$ cat src/rtl/flw_pkg.sv
package flw_pkg;

   typedef enum logic [2:0] {
      ST_IDLE,
      ST_WRITE,
      ST_POLL,
      ST_DONE,
      ST_FAIL
   } flw_state_t;

   localparam logic [1:0] FAIL_NONE    = 2'b00;
   localparam logic [1:0] FAIL_REJECT  = 2'b01;
   localparam logic [1:0] FAIL_OVERRUN = 2'b10;

endpackage

$ cat src/rtl/flw_byte_packer.sv
module flw_byte_packer #(
   parameter int unsigned BYTE_W    = 8,
   parameter int unsigned LANES     = 4,
   parameter bit          MSB_FIRST = 1'b0
) (
   input  logic                      clk,
   input  logic                      rst_n,
   input  logic                      halt,
   input  logic                      busy_in,
   input  logic                      take,
   input  logic                      rx_valid,
   input  logic [BYTE_W-1:0]         rx_byte,
   output logic [LANES*BYTE_W-1:0]   word_out,
   output logic                      word_full,
   output logic                      overrun
);

   localparam int unsigned LANE_IW = (LANES > 1) ? $clog2(LANES) : 1;

   logic [LANE_IW-1:0] lane_cnt;
   logic [BYTE_W-1:0]  lane_q [LANES];
   logic               hold_vld;
   logic [BYTE_W-1:0]  hold_byte;
   logic               full_q;

   logic               blocked;
   logic               load_hold;
   logic               load_direct;
   logic               load_en;
   logic [BYTE_W-1:0]  load_byte;
   logic               last_lane;

   assign blocked     = full_q | busy_in;
   assign load_hold   = !halt && !blocked && hold_vld;
   assign load_direct = !halt && !blocked && !hold_vld && rx_valid;
   assign load_en     = load_hold | load_direct;
   assign load_byte   = hold_vld ? hold_byte : rx_byte;
   assign last_lane   = (lane_cnt == LANE_IW'(LANES - 1));
   assign overrun     = !halt && blocked && hold_vld && rx_valid;
   assign word_full   = full_q;

   always_ff @(posedge clk or negedge rst_n) begin
      if (!rst_n) begin
         lane_cnt <= '0;
         full_q   <= 1'b0;
      end else begin
         if (take) begin
            full_q <= 1'b0;
         end else if (load_en && last_lane) begin
            full_q <= 1'b1;
         end
         if (load_en) begin
            lane_cnt <= last_lane ? '0 : lane_cnt + 1'b1;
         end
      end
   end

   always_ff @(posedge clk or negedge rst_n) begin
      if (!rst_n) begin
         hold_vld  <= 1'b0;
         hold_byte <= '0;
      end else if (!halt) begin
         if (load_hold) begin
            hold_vld  <= rx_valid;
            hold_byte <= rx_byte;
         end else if (blocked && rx_valid && !hold_vld) begin
            hold_vld  <= 1'b1;
            hold_byte <= rx_byte;
         end
      end
   end

   for (genvar i = 0; i < LANES; i++) begin : g_lane
      always_ff @(posedge clk or negedge rst_n) begin
         if (!rst_n) begin
            lane_q[i] <= '0;
         end else if (load_en && lane_cnt == LANE_IW'(i)) begin
            lane_q[i] <= load_byte;
         end
      end
      if (MSB_FIRST) begin : g_msb
         assign word_out[(LANES-1-i)*BYTE_W +: BYTE_W] = lane_q[i];
      end else begin : g_lsb
         assign word_out[i*BYTE_W +: BYTE_W] = lane_q[i];
      end
   end

endmodule

$ cat src/rtl/flw_wr_master.sv
module flw_wr_master #(
   parameter int unsigned ADDR_W    = 16,
   parameter int unsigned DATA_W    = 32,
   parameter int unsigned BURST_W   = 4,
   parameter int unsigned BASE_ADDR = 0
) (
   input  logic               clk,
   input  logic               rst_n,
   input  logic               start,
   input  logic [DATA_W-1:0]  start_data,
   output logic [ADDR_W-1:0]  wr_address,
   output logic               wr_write,
   output logic [DATA_W-1:0]  wr_writedata,
   output logic [BURST_W-1:0] wr_burstcount,
   input  logic               wr_waitrequest,
   output logic               accepted
);

   logic              req_q;
   logic [ADDR_W-1:0] addr_q;
   logic [DATA_W-1:0] data_q;

   assign accepted      = req_q && !wr_waitrequest;
   assign wr_write      = req_q;
   assign wr_address    = addr_q;
   assign wr_writedata  = data_q;
   assign wr_burstcount = BURST_W'(1);

   always_ff @(posedge clk or negedge rst_n) begin
      if (!rst_n) begin
         req_q  <= 1'b0;
         addr_q <= ADDR_W'(BASE_ADDR);
         data_q <= '0;
      end else if (start) begin
         req_q  <= 1'b1;
         data_q <= start_data;
      end else if (accepted) begin
         req_q  <= 1'b0;
         addr_q <= addr_q + 1'b1;
      end
   end

endmodule

$ cat src/rtl/flw_status_poll.sv
module flw_status_poll #(
   parameter int unsigned DATA_W      = 32,
   parameter int unsigned CSR_AW      = 3,
   parameter int unsigned STATUS_ADDR = 0,
   parameter int unsigned BUSY_LSB    = 0,
   parameter int unsigned BUSY_W      = 2,
   parameter int unsigned OK_BIT      = 2
) (
   input  logic              clk,
   input  logic              rst_n,
   input  logic              start,
   output logic [CSR_AW-1:0] csr_address,
   output logic              csr_read,
   input  logic [DATA_W-1:0] csr_readdata,
   input  logic              csr_waitrequest,
   output logic              fin,
   output logic              ok
);

   logic req_q;
   logic rsp;
   logic busy_now;
   logic unused_rdata;

   assign csr_address  = CSR_AW'(STATUS_ADDR);
   assign csr_read     = req_q;
   assign rsp          = req_q && !csr_waitrequest;
   assign busy_now     = |csr_readdata[BUSY_LSB +: BUSY_W];
   assign fin          = rsp && !busy_now;
   assign ok           = csr_readdata[OK_BIT];
   assign unused_rdata = &{1'b0, csr_readdata};

   always_ff @(posedge clk or negedge rst_n) begin
      if (!rst_n) begin
         req_q <= 1'b0;
      end else if (start) begin
         req_q <= 1'b1;
      end else if (fin) begin
         req_q <= 1'b0;
      end
   end

endmodule

$ cat src/rtl/flash_word_loader.sv
module flash_word_loader #(
   parameter int unsigned BYTE_W      = 8,
   parameter int unsigned LANES       = 4,
   parameter bit          MSB_FIRST   = 1'b0,
   parameter int unsigned ADDR_W      = 16,
   parameter int unsigned BASE_ADDR   = 'h100,
   parameter int unsigned CNT_W       = 16,
   parameter int unsigned BURST_W     = 4,
   parameter int unsigned CSR_AW      = 3,
   parameter int unsigned STATUS_ADDR = 0,
   parameter int unsigned BUSY_LSB    = 0,
   parameter int unsigned BUSY_W      = 2,
   parameter int unsigned OK_BIT      = 2
) (
   input  logic                     clk,
   input  logic                     rst_n,
   input  logic                     rx_valid,
   input  logic [BYTE_W-1:0]        rx_byte,
   input  logic [CNT_W-1:0]         word_count,
   output logic [ADDR_W-1:0]        dat_address,
   output logic                     dat_write,
   output logic [BYTE_W*LANES-1:0]  dat_writedata,
   output logic [BURST_W-1:0]       dat_burstcount,
   input  logic                     dat_waitrequest,
   output logic [CSR_AW-1:0]        csr_address,
   output logic                     csr_read,
   input  logic [BYTE_W*LANES-1:0]  csr_readdata,
   input  logic                     csr_waitrequest,
   output logic                     done,
   output logic                     error,
   output logic [1:0]               err_code
);

   import flw_pkg::*;

   localparam int unsigned DATA_W = BYTE_W * LANES;

   if (LANES < 1) begin : g_bad_lanes
      $error("LANES must be at least 1");
   end
   if (OK_BIT >= DATA_W) begin : g_bad_ok
      $error("OK_BIT outside status word");
   end
   if (BUSY_W < 1 || BUSY_LSB + BUSY_W > DATA_W) begin : g_bad_busy
      $error("busy field outside status word");
   end
   if (OK_BIT >= BUSY_LSB && OK_BIT < BUSY_LSB + BUSY_W) begin : g_bad_overlap
      $error("OK_BIT overlaps busy field");
   end
   if (BURST_W < 1 || ADDR_W < 1 || CNT_W < 1) begin : g_bad_width
      $error("widths must be non-zero");
   end

   flw_state_t        state_q, state_d;
   logic [CNT_W-1:0]  verified_q;
   logic [1:0]        fail_q, fail_d;
   logic              cnt_inc;

   logic [DATA_W-1:0] packed_word;
   logic              word_full;
   logic              overrun;
   logic              take;
   logic              wr_accepted;
   logic              poll_start;
   logic              poll_fin;
   logic              poll_ok;
   logic              halt;
   logic              busy;

   assign halt = (state_q == ST_DONE) || (state_q == ST_FAIL);
   assign busy = (state_q != ST_IDLE);

   flw_byte_packer #(
      .BYTE_W    (BYTE_W),
      .LANES     (LANES),
      .MSB_FIRST (MSB_FIRST)
   ) u_packer (
      .clk       (clk),
      .rst_n     (rst_n),
      .halt      (halt),
      .busy_in   (busy),
      .take      (take),
      .rx_valid  (rx_valid),
      .rx_byte   (rx_byte),
      .word_out  (packed_word),
      .word_full (word_full),
      .overrun   (overrun)
   );

   flw_wr_master #(
      .ADDR_W    (ADDR_W),
      .DATA_W    (DATA_W),
      .BURST_W   (BURST_W),
      .BASE_ADDR (BASE_ADDR)
   ) u_wr (
      .clk            (clk),
      .rst_n          (rst_n),
      .start          (take),
      .start_data     (packed_word),
      .wr_address     (dat_address),
      .wr_write       (dat_write),
      .wr_writedata   (dat_writedata),
      .wr_burstcount  (dat_burstcount),
      .wr_waitrequest (dat_waitrequest),
      .accepted       (wr_accepted)
   );

   flw_status_poll #(
      .DATA_W      (DATA_W),
      .CSR_AW      (CSR_AW),
      .STATUS_ADDR (STATUS_ADDR),
      .BUSY_LSB    (BUSY_LSB),
      .BUSY_W      (BUSY_W),
      .OK_BIT      (OK_BIT)
   ) u_poll (
      .clk             (clk),
      .rst_n           (rst_n),
      .start           (poll_start),
      .csr_address     (csr_address),
      .csr_read        (csr_read),
      .csr_readdata    (csr_readdata),
      .csr_waitrequest (csr_waitrequest),
      .fin             (poll_fin),
      .ok              (poll_ok)
   );

   always_comb begin
      state_d    = state_q;
      fail_d     = fail_q;
      take       = 1'b0;
      poll_start = 1'b0;
      cnt_inc    = 1'b0;
      if (overrun && !halt) begin
         state_d = ST_FAIL;
         fail_d  = FAIL_OVERRUN;
      end else begin
         case (state_q)
            ST_IDLE: begin
               if (verified_q == word_count) begin
                  state_d = ST_DONE;
               end else if (word_full) begin
                  take    = 1'b1;
                  state_d = ST_WRITE;
               end
            end
            ST_WRITE: begin
               if (wr_accepted) begin
                  poll_start = 1'b1;
                  state_d    = ST_POLL;
               end
            end
            ST_POLL: begin
               if (poll_fin) begin
                  if (poll_ok) begin
                     cnt_inc = 1'b1;
                     state_d = ST_IDLE;
                  end else begin
                     state_d = ST_FAIL;
                     fail_d  = FAIL_REJECT;
                  end
               end
            end
            default: state_d = state_q;
         endcase
      end
   end

   always_ff @(posedge clk or negedge rst_n) begin
      if (!rst_n) begin
         state_q    <= ST_IDLE;
         fail_q     <= FAIL_NONE;
         verified_q <= '0;
      end else begin
         state_q <= state_d;
         fail_q  <= fail_d;
         if (cnt_inc) begin
            verified_q <= verified_q + 1'b1;
         end
      end
   end

   assign done     = (state_q == ST_DONE);
   assign error    = (state_q == ST_FAIL);
   assign err_code = fail_q;

endmodule

$ cat config.mk
export PLATFORM = sky130hd
export DESIGN_NAME = flash_word_loader
export DESIGN_NICKNAME = d
export VERILOG_FILES = /design/src/rtl/flw_pkg.sv /design/src/rtl/flw_byte_packer.sv /design/src/rtl/flw_wr_master.sv /design/src/rtl/flw_status_poll.sv /design/src/rtl/flash_word_loader.sv
export SDC_FILE = /design/constraint.sdc
export NUM_CORES = 1
export LEC_CHECK = 0
export ABC_AREA = 1
export BUFFER_PORTS_ARGS = -buffer_cell sky130_fd_sc_hd__clkbuf_2
export CAP_MARGIN = 10
export CORE_MARGIN = 5
export CORE_UTILIZATION = 36
export CTS_CLUSTER_DIAMETER = 80
export CTS_CLUSTER_SIZE = 8
export DETAILED_ROUTE_END_ITERATION = 10
export PLACE_DENSITY_LB_ADDON = 0.25
export SETUP_SLACK_MARGIN = 0.1
export SYNTH_ARGS = -nofsm -noshare
export SYNTH_HDL_FRONTEND = slang
export SYNTH_SLANG_ARGS = --single-unit
export TNS_END_PERCENT = 1
$ cat constraint.sdc
create_clock -name clk -period 1.6 [get_ports clk]
set_clock_uncertainty 0.1 [all_clocks]
set_input_delay 0.48 -clock clk [delete_from_list [all_inputs] [get_ports clk]]
set_output_delay 0.48 -clock clk [all_outputs]
set_load 0.01 [all_outputs]
* After elaboration in Yosys (flattened, before gate mapping)
Index checks and enable logic that the tools add are counted.
** Operators by class
- $add $sub $neg :: 3
- Equality and inequality tests :: 12
- Mux-type cells :: 34
- Bitwise gates (word level) :: 4
- Reductions and logical operators :: 39
** Operator list (count)
- $add 16x1->16 const B :: 2
- $mux 8 :: 3
- $mux 1 :: 19
- $mux 3 :: 6
- $logic_and 1x1->1 :: 17
- $eq 16x16->1 :: 1
- $reduce_bool 2->1 :: 6
- $mux 2 :: 5
- $pmux 3 s3 :: 1
- $eq 3x2->1 const B :: 2
- $logic_not 1->1 :: 6
- $eq 2x2->1 const B :: 2
- $ne 4x3->1 const B :: 1
- $reduce_and 2->1 :: 2
- $reduce_and 4->1 :: 1
- $reduce_bool 4->1 :: 1
- $eq 3x1->1 const B :: 1
- $eq 3x3->1 const B :: 1
- $logic_not 3->1 :: 1
- $ne 3x2->1 const B :: 1
- $ne 3x3->1 const B :: 1
- $reduce_and 3->1 :: 1
- $reduce_bool 3->1 :: 1
- $add 2x1->2 const B :: 1
- other kinds (7) :: 9
** Storage, ports and cells
- Flip-flop bits (word level) :: 115
- Bits of input ports :: 61
- Output and inout bits :: 61
- Word-level logic and storage cells :: 107

* Depth between registers and ports, before layout
- Word-level depth :: 10
- Gate-level depth with buffers :: 12
- Gate-level depth less buffers :: 11

* Cells and area by module
From an unflattened synthesis, not the netlist that was laid out.
** Second synthesis, totals
- Cell total of the unflattened synthesis :: 730
- Area, all modules :: 5736.8 µm²
** Modules (own cells, without submodules)
- flw_wr_master :: instances 1, cells each 253, area an instance 2163.3 µm², seq. area each 1227.4 µm²
- flw_byte_packer :: instances 1, cells each 234, area an instance 1955.6 µm², seq. area each 1101.1 µm²
- flash_word_loader :: instances 1, cells each 229, area an instance 1529.0 µm², seq. area each 525.5 µm²
- flw_status_poll :: instances 1, cells each 14, area an instance 88.8 µm², seq. area each 25.0 µm²

* Worst setup path before layout
Ideal clock, no wire load.
- Kind :: in2reg
- From :: input port word_count[10]
- To :: register u_wr.addr_q[6] (netlist: u_wr.wr_address[6])
- Setup time :: 0.117 ns
- Arrival time :: 1.376 ns
- Data required time :: 1.383 ns
- Slack :: 0.007 ns
- Stages on the path :: 12
- Buffers on the path :: 1
- Path through :: inv_1 -> nand2_1 -> nand2_1 -> nor2_1 -> nand2_1 -> nor2_1 -> nand2_2 -> nand2_4 -> nand2_2 -> buf_6 -> nand2_1 -> nand2_1
** On the way
- Longest elaborated chain between the ends :: 6
** RTL lines
- start: declaration :: RTL line flash_word_loader.sv:19 : input logic [CNT_W-1:0] word_count,
- $eq 16x16->1 :: RTL line flash_word_loader.sv:139 : if (verified_q == word_count) begin
- $mux 1 :: RTL line flash_word_loader.sv:139
- $mux 1 :: RTL line flash_word_loader.sv:137 : case (state_q)
- $mux 1 :: RTL line flash_word_loader.sv:133 : if (overrun && !halt) begin
- $not 1->1 (no source line)
- $reduce_and 2->1 (no source line)
- end signal: assignment :: RTL line flw_wr_master.sv:32 : addr_q <= ADDR_W'(BASE_ADDR);
- end signal: assignment :: RTL line flw_wr_master.sv:39 : addr_q <= addr_q + 1'b1;
- end: declaration :: RTL line flw_wr_master.sv:20 : logic [ADDR_W-1:0] addr_q;
No other way between the ends.
A chain may end at the register's enable or synchronous reset.

* Final worst setup path
- From :: register state_q[2]
- To :: output port done
** On the way
- Longest elaborated chain between the ends :: 1
** RTL lines
- start: declaration :: RTL line flash_word_loader.sv:54 : flw_state_t state_q, state_d;
- start signal: assignment :: RTL line flash_word_loader.sv:174 : state_q <= state_d;
- $eq 3x2->1 :: RTL line flash_word_loader.sv:182 : assign done = (state_q == ST_DONE);
- end: declaration :: RTL line flash_word_loader.sv:29 : output logic done,
No other way between the ends.

==> results.toml <==
[status]
status = "finished with violations"
violations = "negative setup slack"

[clocking]
tritoncts = "done"
root_buffer = "clkbuf_16"
h-tree-depth = 4
clk_latency_ns = 0.42
cts-buffers-inserted = 17
cts_buffer_depth = 2
clkSlewWorstSetupHoldPaths_ns = 0.06
numClockSinks = 115

[yosys]
synth_cell_types = 36
synth_flop_cell = "dfrtp_1"
synth_edf_count = 0
netlist_area_um2 = 5722
yosysSeqAreaShare_pct = 50.32
synth_seq_cells = 115
synthCells = 705
ys_warn_count = 0
syn_area_per_cell_um2 = 8.116
async_flop_share_pct = 100.0

[global_route]
grt_antenna_before_repair = 0
grt_usage_pct = 15.00
grt_pass1_vias = 4588
grt_first_pass_wirelength_um = 21930
grt_start_max_net_pins = 49
grt_overflow = 0

[critical_path]
r2r-start = "state_q[0]"
crit_type = "flop to output port"
cp.arrival_ns = 1.33
cp-endpoint = "done"
start_kind = "flop"
r2r_setup_slack_ns = -0.29
critPathRequiredTime_ns = 1.02
r2r_cells = 11
r2r_end = "u_packer.word_out[13]"
crit_fanout = 3
crit_start = "state_q[2]"
cp-end-kind = "output port"

[job]
cap_violations = 0

[pwr]
powerDensity_nw_per_um2 = 1858
p_leak_nw = 4.153
ir_drop_mv = 0.9150

[cells_and_area]
stdcell_count = 1102
seqCellArea_um2 = 2887
drive_above_1_share_pct = 28.89
num-fill-cells = 1519
design_area_um2 = 7710
final_common_cell = "nand2_1"
syn2layout_area_growth_pct = 34.75
layout_common_cells = "nand2_1, dfrtp_1, inv_1"
nets = 940
multiInputGateArea_um2 = 2374
n_antenna_cell = 0

[timing]
totalNegativeSetupSlack_ns = -16.33
hold_violations = 0
period_share_pct = 119.4
rsz0062_at_grt = "yes"
setup_viol = 121
setup_ws_ns = -0.3105
drv_slew = 0
fmax_mhz = 523.4
period_minus_slack_ns = 1.911

[placement]
place_area_um2 = 6830
dp_hpwl_um = 9331
gp_congestion = 0.8351
dpl.cell_count = 1050
place_ws_ns = -0.2964
portBuffers = 85

[worst_hold_path]
min_from = "dat_waitrequest"
hp-class = "input port to flop"

[floorplan]
core_um2 = 15710
die-area_um2 = 18520
std_cell_rows = 46
dieHeight_um = 136.1
die_w_um = 136.1
initial_core_util_pct = 36.42
io_pins = 122

[route]
routed_wl_um = 13290
wl_per_cell_um = 12.06
drc = 0
vias_per_cell = 4.384
vias = 4831
final_antenna_net_count = 0
drt-pass1-iter-count = 5
drt_iter0_drc = 307
-- power by group --
group	internal, mW	leakage (nW)	switching, mW
registers	4.06	1.37	0.550
logic	2.69	2.50	3.37
clock network	2.18	0.282	1.49
-- cell usage after synthesis (4+ instances only) --
master / number / area [um^2]
buf_2: 9 / 45.04
buf_4: 9 / 67.56
clkbuf_1: 4 / 15.01
dfrtp_1: 114 / 2853
ha_1: 6 / 75.07
inv_1: 96 / 360.4
inv_2: 7 / 26.28
nand2_1: 225 / 844.6
nand2_2: 4 / 25.02
nand3_1: 30 / 150.1
nand4_1: 6 / 37.54
nor2_1: 32 / 120.1
nor3_1: 9 / 45.04
o21ai_0: 89 / 445.4
o21ai_2: 6 / 52.55
xnor2_1: 5 / 43.79
xor2_1: 24 / 210.2
-- worst max-delay path, stage by stage (launching register included) --
cell     delay (ns)
dfrtp_1        0.40
buf_4          0.14
inv_2          0.05
nand3_2        0.07
buf_6          0.12
inv_2          0.04
buf_6          0.09
-- cell type report --
type,count,area share (%)
clock buffers,17,5.518
clock inverters,15,1.899
inverters,105,5.242
multi-input cells,466,30.79
flip-flops and latches,115,37.44
well taps,216,3.505
repair buffers,168,15.61
-- worst min-delay path by stage --
stage,endpoint,slack (ns),depth (start not counted)
3_5_place_dp,err_code[1],0.36,2
4_1_cts,u_wr.wr_write,0.17,3
2_1_floorplan,err_code[0],0.08,0
3_3_place_gp,err_code[1],0.36,2
5_1_grt,u_wr.wr_write,0.21,3
6_report,u_wr.wr_write,0.18,3
-- stage by stage --
step | hold slack (ns) | power [mW] | utilization, %
after detailed placement | 0.3615 | 10.05 | 43.47
after floorplan | 0.08441 | 7.825 | -
after global placement | 0.3619 | 9.946 | 43.47
after global routing | 0.2105 | 15.47 | 49.07
after CTS | 0.1720 | 14.07 | 48.03
final | 0.1788 | 14.32 | 49.07
-- metal layers --
layer	wire length, um	part of all wire, %	vias up	GRT usage (%)
li1	-	-	2522	-
met1	6209	47	2205	19.36
met2	6290	47	91	24.63
met3	642	4.8	13	4.441
met4	150	1.1	0	4.031
met5	0	0	-	0
-- registers in the layout, indices dropped and copies added (netlist names) --
name and count:
err_code 2, state_q 3, u_packer.hold_byte 8, u_packer.hold_vld 1
u_packer.lane_cnt 2, u_packer.word_full 1, u_packer.word_out 32, u_poll.csr_read 1
u_wr.wr_address 16, u_wr.wr_write 1, u_wr.wr_writedata 32, verified_q 16
-- cells by family after synthesis --
family | count (synthesis) | share of synthesized area, %
adders and majority gates | 6 | 1.312
DFF | 115 | 50.32
other | 2 | 0.1313
xor gates and xnor gates | 29 | 4.439
AOI/OAI and AO/OA | 104 | 9.862
buffers and inverters | 132 | 10.28
and+or+nand+nor | 317 | 23.66
-- repair_timing --
action,in CTS,in global routing
pin swaps,8,17
cloned,3,0
setup buffers,5,11
hold buffers,1,0
endpoints found under the setup margin,167,169
endpoints found under the hold margin,114,0
gates resized for setup,31,85
(Power assumes the default switching activity.)
